File: config.mk
export PLATFORM = sky130hd
export DESIGN_NAME = adc_conv_seq
export DESIGN_NICKNAME = d
export VERILOG_FILES = /design/src/rtl/adc_conv_seq_pkg.sv /design/src/rtl/adc_conv_seq_ctrl.sv /design/src/rtl/adc_conv_seq_datapath.sv /design/src/rtl/adc_conv_seq.sv
export SDC_FILE = /design/constraint.sdc
export NUM_CORES = 1
export LEC_CHECK = 0
export BUFFER_PORTS_ARGS = -buffer_cell sky130_fd_sc_hd__buf_2
export CELL_PAD_IN_SITES_DETAIL_PLACEMENT = 1
export CELL_PAD_IN_SITES_GLOBAL_PLACEMENT = 1
export CORE_ASPECT_RATIO = 1.75
export CORE_MARGIN = 10
export CORE_UTILIZATION = 40
export DETAILED_ROUTE_END_ITERATION = 10
export PLACE_DENSITY_LB_ADDON = 0.3
export SYNTH_ARGS = -nofsm -noshare
export SYNTH_HDL_FRONTEND = slang
export SYNTH_HIERARCHICAL = 1
export SYNTH_SLANG_ARGS = --single-unit
File: constraint.sdc
create_clock -name clk -period 4.9 [get_ports clk]
set_input_delay 0.98 -clock clk [delete_from_list [all_inputs] [get_ports clk]]
set_output_delay 0.98 -clock clk [all_outputs]
set_load 0.005 [all_outputs]
File: src/rtl/adc_conv_seq_pkg.sv
package adc_conv_seq_pkg;

  typedef enum logic [1:0] {
    ST_IDLE  = 2'd0,
    ST_CONV  = 2'd1,
    ST_SLEEP = 2'd2,
    ST_WAKE  = 2'd3
  } seq_state_t;

  typedef struct packed {
    logic loadResult;
    logic flagOverrun;
  } seq_strobe_t;

endpackage

File: src/rtl/adc_conv_seq_ctrl.sv
module adc_conv_seq_ctrl
  import adc_conv_seq_pkg::*;
#(
  parameter int WAKE_CYCLES = 60,
  parameter int CONV_CYCLES = 80
) (
  input  logic        clk,
  input  logic        rstN,
  input  logic        startN,
  output seq_strobe_t strobe,
  output logic        busy,
  output logic        hold,
  output logic        asleep
);

  localparam int MAX_CYCLES = (WAKE_CYCLES > CONV_CYCLES) ? WAKE_CYCLES : CONV_CYCLES;
  localparam int CNT_W = $clog2(MAX_CYCLES + 1);
  localparam logic [CNT_W-1:0] CONV_LAST = CNT_W'(CONV_CYCLES - 1);
  localparam logic [CNT_W-1:0] WAKE_LAST = CNT_W'(WAKE_CYCLES - 1);

  seq_state_t       state, stateNext;
  logic [CNT_W-1:0] cnt, cntNext;
  logic             startQ;
  logic             fallEdge, riseEdge;

  // One-cycle history of the start line for edge detection
  always_ff @(posedge clk) begin
    if (!rstN) startQ <= 1'b1;
    else       startQ <= startN;
  end

  assign fallEdge = startQ & ~startN;
  assign riseEdge = ~startQ & startN;

  always_comb begin
    stateNext          = state;
    cntNext            = '0;
    strobe.loadResult  = 1'b0;
    strobe.flagOverrun = 1'b0;
    unique case (state)
      ST_IDLE: begin
        if (fallEdge) stateNext = ST_CONV;
      end
      ST_CONV: begin
        strobe.flagOverrun = fallEdge;
        if (cnt == CONV_LAST) begin
          strobe.loadResult = 1'b1;
          stateNext         = startN ? ST_IDLE : ST_SLEEP;
        end else begin
          cntNext = cnt + 1'b1;
        end
      end
      ST_SLEEP: begin
        if (riseEdge) stateNext = ST_WAKE;
      end
      ST_WAKE: begin
        if (cnt == WAKE_LAST) stateNext = startN ? ST_IDLE : ST_CONV;
        else                  cntNext   = cnt + 1'b1;
      end
      default: stateNext = ST_IDLE;
    endcase
  end

  always_ff @(posedge clk) begin
    if (!rstN) begin
      state <= ST_IDLE;
      cnt   <= '0;
    end else begin
      state <= stateNext;
      cnt   <= cntNext;
    end
  end

  assign busy   = (state == ST_CONV);
  assign hold   = (state == ST_CONV);
  assign asleep = (state == ST_SLEEP);

  // a start edge while awake and idle begins a conversion
  a_r1_start_edge: assert property (@(posedge clk) disable iff (!rstN)
    (state == ST_IDLE && fallEdge) |=> (busy && hold));

  // the sleep decision follows the start line level at conversion end
  a_r4_mode_choice: assert property (@(posedge clk) disable iff (!rstN)
    $fell(busy) |-> (asleep == !$past(startN)));

  // power-down persists until a rising edge of the start line
  a_r5_stay_asleep: assert property (@(posedge clk) disable iff (!rstN)
    (asleep && !$rose(startN)) |=> asleep);

  // a rising edge while asleep wakes the block without starting a conversion
  a_r5_wake_begin: assert property (@(posedge clk) disable iff (!rstN)
    (asleep && $rose(startN)) |=> (!asleep && !busy));

  // tracking resumes with the end of busy
  a_r7_track_on_end: assert property (@(posedge clk) disable iff (!rstN)
    $fell(busy) |-> !hold);

endmodule

File: src/rtl/adc_conv_seq_datapath.sv
module adc_conv_seq_datapath
  import adc_conv_seq_pkg::*;
#(
  parameter int RES_BITS = 12
) (
  input  logic                clk,
  input  logic                rstN,
  input  seq_strobe_t         strobe,
  input  logic [RES_BITS-1:0] resultIn,
  output logic [RES_BITS-1:0] dataOut,
  output logic                overrun
);

  always_ff @(posedge clk) begin
    if (!rstN)                  dataOut <= '0;
    else if (strobe.loadResult) dataOut <= resultIn;
  end

  always_ff @(posedge clk) begin
    if (!rstN)                   overrun <= 1'b0;
    else if (strobe.flagOverrun) overrun <= 1'b1;
  end

  // the overrun flag is sticky until reset
  a_r8_overrun_sticky: assert property (@(posedge clk) disable iff (!rstN)
    overrun |=> overrun);

endmodule

File: src/rtl/adc_conv_seq.sv
module adc_conv_seq
  import adc_conv_seq_pkg::*;
#(
  parameter int RES_BITS    = 12,
  parameter int WAKE_CYCLES = 60,
  parameter int CONV_CYCLES = 80
) (
  input  logic                clk,
  input  logic                rstN,
  input  logic                startN,
  input  logic [RES_BITS-1:0] resultIn,
  output logic                busy,
  output logic                hold,
  output logic                asleep,
  output logic [RES_BITS-1:0] dataOut,
  output logic                overrun
);

  seq_strobe_t strobe;

  adc_conv_seq_ctrl #(
    .WAKE_CYCLES(WAKE_CYCLES),
    .CONV_CYCLES(CONV_CYCLES)
  ) u_ctrl (
    .clk   (clk),
    .rstN  (rstN),
    .startN(startN),
    .strobe(strobe),
    .busy  (busy),
    .hold  (hold),
    .asleep(asleep)
  );

  adc_conv_seq_datapath #(
    .RES_BITS(RES_BITS)
  ) u_dp (
    .clk     (clk),
    .rstN    (rstN),
    .strobe  (strobe),
    .resultIn(resultIn),
    .dataOut (dataOut),
    .overrun (overrun)
  );

  // the output register changes only on the edge where busy falls
  a_r3_load_once: assert property (@(posedge clk) disable iff (!rstN)
    !$stable(dataOut) |-> $fell(busy));

endmodule

==> flow_summary.json, run 1 <==
{
  "status": "finished, final reports clean",
  "hold_ws_ps": 469,
  "htree_levels": 1,
  "insertion_delay_ps": 270,
  "fin_setup_tns_ps": 0,
  "hold_start": "u_dp/overrun",
  "grt_max_degree": 19,
  "yosys.area_share.adder_pct": 1.24,
  "grt_pass1_wl_um": 3860,
  "ys_warn_count": 6,
  "finalSetupViolCount": 0,
  "synth_top_family_by_area": "simple AND/OR/NAND/NOR gates",
  "diodes": 0,
  "clock.fmax_mhz": 461,
  "syn_nets": 114,
  "synthArstFlopShare_pct": 0,
  "cts_resized": 0,
  "arrival_ps": 1190,
  "grt_overflow": 0,
  "final_cell_mix": "30 x buf_2, 23 x dfxtp_1, 14 x nor2b_1",
  "final_common_cell": "buf_2",
  "r2r-start": "u_ctrl/cnt[0]",
  "leakage_nw": 0.462,
  "reg2regPathDepth": 5,
  "min_delay_worst_endpoint": "u_dp/overrun",
  "area_growth_pct": 17.1,
  "viasPerCell": 5.34,
  "fin_crit_sh_pct": 44.3,
  "final_util_pct": 48.0,
  "r2r_slack_ps": 3080,
  "post-place-cells": 147,
  "ys.flop_type": "dfxtp_1",
  "antenna_found_initial": 0,
  "vias": 807,
  "max_cap_violations": 0,
  "first_iter_violations": 6,
  "ir_drop_v": 0.000145,
  "drc_errors": 0,
  "chipHeight_um": 86.5,
  "dpl.hpwl_um": 1860,
  "synth_cell_types": 36,
  "skew_ps": 3.53,
  "timing.slew.headroom_pct": 62.8,
  "cts_root_buffer": "clkbuf_8",
  "cts_tree": "yes",
  "synth-seq-cells": 23,
  "min_path_cells": 1,
  "cts_hold_buf": 0,
  "path_clk_slew_ps": 80,
  "numCtsBuffers": 3,
  "finalCriticalPeriod_ps": 2170,
  "hold_viol": 0,
  "initial_core_util_pct": 41.0,
  "cts_setup_buffers": 0,
  "ios": 31,
  "dr.pass1.iters": 3,
  "rows": 24,
  "dieWidth_um": 58.0,
  "synth_edf_count": 0,
  "hp-class": "reg2reg",
  "syn_area_sq_um": 1010,
  "ant_nets": 0,
  "routed_wirelength_um": 2350,
  "synth-xor-area-share_pct": 1.73,
  "cp-end-kind": "output pin",
  "start_kind": "register",
  "muxShareOfSynthArea_pct": 11.9,
  "port_buffers": 30,
  "cpPeakStageDelay_ps": 470,
  "final_cells": 151,
  "avgSynthCellArea_sq_um": 10.3,
  "rsz0062_at_grt": "false",
  "synthSimpleGateAreaFrac_pct": 21.6,
  "grt_pass1_vias": 844,
  "crit_slowest_cell": "dfxtp_1",
  "nNetsFinal": 142,
  "place.gp.congestion": 0.820,
  "cp_max_fo": 9,
  "critical_path_class": "reg2out",
  "tightestPinTransition_ps": 558,
  "yosysSeqAreaShare_pct": 45.6,
  "drive_gt1_share_pct": 27.2,
  "power.density_nw_per_um2": 280,
  "critPathRequiredTime_ps": 3920,
  "synthCells": 98,
  "r2r_end": "u_dp/dataOut[7]",
  "die-area_sq_um": 5010,
  "cts.path.max_buffers": 2,
  "crit_chain": "nor2b_1 -> buf_2",
  "synth-compound-area-share_pct": 12.1,
  "cts_num_sinks": 23,
  "core_sq_um": 2460,
  "finalMaxSlewViolations": 0,
  "wl_per_cell_um": 15.5,
  "grt_usage_pct": 9.77
}
## routing by layer
| layer | up-vias | global-route usage, % | routed length, um |
|---|---|---|---|
| li1 | 400 | - | - |
| met1 | 381 | 8.98 | 844 |
| met2 | 21 | 17.5 | 1260 |
| met3 | 5 | 3.66 | 190 |
| met4 | 0 | 5.79 | 53 |
| met5 | - | 0 | 0 |
## layout make-up
type | count | area, sq um
Multi-Input combinational cell | 67 | 490
Sequential cell | 23 | 460
Fill cell | 301 | 1280
Timing Repair Buffer | 30 | 150
Clock buffer | 4 | 45.0
Inverter | 1 | 3.75
Tap cell | 26 | 32.5
## power breakdown
part	leakage, nW	internal, W	switching (W)
Combinational	0.253	0.0000108	0.00000850
Sequential	0.186	0.000189	0.00000305
Clock	0.0228	0.0000581	0.0000607
## worst max-delay path by stage
stage                          startpoint             to  slack, ps
after floorplan           u_ctrl/state[0]           hold       3090
after global placement               rstN  u_ctrl/cnt[5]       2860
after detailed placement             rstN  u_ctrl/cnt[5]       2810
after CTS                 u_ctrl/state[0]           hold       2690
after global routing      u_ctrl/state[0]           hold       2630
final                     u_ctrl/state[0]           hold       2730
## kinds of logic (layout without fill, tap and decap cells)
kind of cell,after synthesis,count (layout)
simple gates,35,35
flops,23,23
fa+ha+maj,1,1
compound gates,17,17
buf+inv,8,35
mux,12,12
xor+xnor,2,2
## sequential cells by signal (all words and copies together), names as in the netlist, named ones only
register,count
u_dp/overrun,1
u_ctrl/cnt,7
u_ctrl/startQ,1
u_ctrl/state,1
u_dp/dataOut,12
## cells in the mapped netlist (all sizes together), types with 2 or more instances
cell type | instances | area, sq um
a41oi | 2 | 17.5
dfxtp | 23 | 460
and3b | 2 | 17.5
mux2i | 12 | 120
buf | 5 | 46.3
nand2 | 3 | 11.3
o31ai | 2 | 15.0
clkbuf | 2 | 8.75
a21oi | 5 | 25.0
nor2 | 3 | 11.3
nand2b | 3 | 18.8
nand3 | 2 | 10.0
nor2b | 14 | 87.6
## worst max-delay path, delay by kind of cell, from the launching register on
| family | cells | cell delay (ps) |
|---|---|---|
| AND/OR/NAND/NOR | 1 | 290 |
| buffers and inverters | 1 | 170 |
| flip-flops | 1 | 470 |
## through the flow
| stage | setup slack [ps] | area [sq um] | total power (W) |
|---|---|---|---|
| 2_1_floorplan | 3090 | 1010 | 0.000207 |
| 3_3_place_gp | 2860 | 1140 | 0.000216 |
| 3_5_place_dp | 2810 | 1140 | 0.000217 |
| 4_1_cts | 2690 | 1180 | 0.000337 |
| 5_1_grt | 2630 | 1180 | 0.000345 |
| 6_report | 2730 | 1180 | 0.000331 |
(Power assumes the default switching activity.)
==> inputs of run 2 (changes only) <==
CORE_UTILIZATION = 33   (was 40)
clock period = 1.9 ns   (was 4.9 ns; I/O delays follow)
==> flow_summary.json, run 2 (synthesized netlist as in run 1, its figures left out) <==
{
  "grt_usage_pct": 8.70,
  "finalMaxSlewViolations": 0,
  "pre_cts_ws_ps": 95.5,
  "regMostFlops": "u_dp/dataOut",
  "finalSetupViolCount": 0,
  "fin_setup_tns_ps": 0,
  "area_growth_pct": 18.2,
  "fin_ws_ps": 193,
  "finalCriticalPeriod_ps": 1710,
  "arrival_ps": 1860,
  "ios": 31,
  "viasPerCell": 5.27,
  "dieWidth_um": 61.8,
  "dpl.hpwl_um": 1960,
  "tightestPinTransition_ps": 528,
  "final_common_cell": "buf_2",
  "hp-class": "in2reg",
  "largestRegisters": "u_dp/dataOut (12), u_ctrl/cnt (7)",
  "path_clk_slew_ps": 80,
  "hold_ws_ps": 372,
  "grt_pass1_vias": 851,
  "core_sq_um": 2930,
  "final_cells": 154,
  "start_kind": "register",
  "dr.pass1.iters": 4,
  "cts_root_buffer": "clkbuf_8",
  "stdcell_area_sq_um": 1190,
  "die-area_sq_um": 5760,
  "diodes": 0,
  "max_cap_violations": 0,
  "r2r-start": "u_ctrl/cnt[0]",
  "largest_reg_flops": 12,
  "cp_max_fo": 12,
  "cts_hold_buf": 0,
  "hold_viol": 0,
  "routed_wirelength_um": 2480,
  "rsz0062_at_grt": "false",
  "r2r_end": "u_dp/dataOut[4]",
  "leakage_nw": 0.468,
  "numCtsBuffers": 3,
  "critical_path_class": "reg2reg",
  "grt_pass1_wl_um": 3910,
  "rows": 26,
  "hold_start": "startN",
  "wl_per_cell_um": 16.1,
  "cts_tree": "yes",
  "skew_ps": 2.82,
  "clock.fmax_mhz": 586,
  "cts_num_sinks": 23,
  "ant_nets": 0,
  "min_path_cells": 2,
  "place_area_sq_um": 1150,
  "final_cell_mix": "30 x buf_2, 23 x dfxtp_1, 14 x nor2b_1",
  "cp-end-kind": "register",
  "insertion_delay_ps": 260,
  "power.density_nw_per_um2": 713,
  "status": "finished, final reports clean",
  "grt_overflow": 0,
  "critPathRequiredTime_ps": 2060,
  "nNetsFinal": 143,
  "drc_errors": 0,
  "vias": 811,
  "place.gp.congestion": 0.785,
  "first_iter_violations": 5,
  "htree_levels": 1,
  "drive_gt1_share_pct": 27.8,
  "worst_setup_path_endpoint": "u_dp/dataOut[4]",
  "timing.slew.headroom_pct": 64.8,
  "fin_crit_sh_pct": 89.9,
  "cts.path.max_buffers": 2,
  "reg2regPathDepth": 5,
  "antenna_found_initial": 0,
  "port_buffers": 30,
  "r2r_slack_ps": 190,
  "ir_drop_v": 0.000574,
  "grt_max_degree": 19,
  "chipHeight_um": 93.2,
  "initial_core_util_pct": 34.5,
  "crit_start": "u_ctrl/cnt[0]",
  "post-place-cells": 150
}
## run 2: layout make-up
class / count / area (sq um)
Clock buffer: 4 / 45.0
Fill cell: 360 / 1730
Inverter: 1 / 3.75
Multi-Input combinational cell: 67 / 492
Sequential cell: 23 / 460
Tap cell: 28 / 35.0
Timing Repair Buffer: 31 / 158
## run 2: per-layer routing
metal	up-vias	GRT usage (%)	share of wire [%]	wire length (um)
met3	2	2.57	9.1	226
met2	23	16.2	53	1310
met4	0	3.37	0.97	24
met5	-	0	0	0
met1	383	8.35	37	927
li1	403	-	-	-
## run 2: how the worst min path moves through the flow
stage               slack (ps)             to
global placement           430  u_ctrl/cnt[0]
CTS                        370  u_ctrl/startQ
floorplan                  420  u_ctrl/cnt[0]
detailed placement         440  u_ctrl/cnt[0]
global route               390  u_ctrl/startQ
finish                     370  u_ctrl/startQ
## run 2: critical path, cell delays in order (launching register included)
cell and delay [ps]:
dfxtp_1 360, ha_1 210, and3_1 320, and4_4 420
mux2i_1 230, nor2b_1 70
## run 2: power breakdown
part / switching, W / internal [W] / total [W]
Sequential: 0.00000767 / 0.000488 / 0.000496
Clock: 0.000151 / 0.000149 / 0.000300
Combinational: 0.0000247 / 0.0000306 / 0.0000552
Total: 0.000183 / 0.000668 / 0.000851
## run 2: stage by stage
stage | util (%) | total power, W
floorplan | - | 0.000534
global placement | 39.2 | 0.000561
detailed placement | 39.2 | 0.000563
CTS | 40.7 | 0.000861
global route | 40.8 | 0.000889
finish | 40.8 | 0.000851
## run 2: repair_timing
action	4_1_cts	5_1_grt
hold endpoints to repair	0	0
gates resized for setup	0	1
setup endpoints to repair	0	12
buffers inserted	0	0
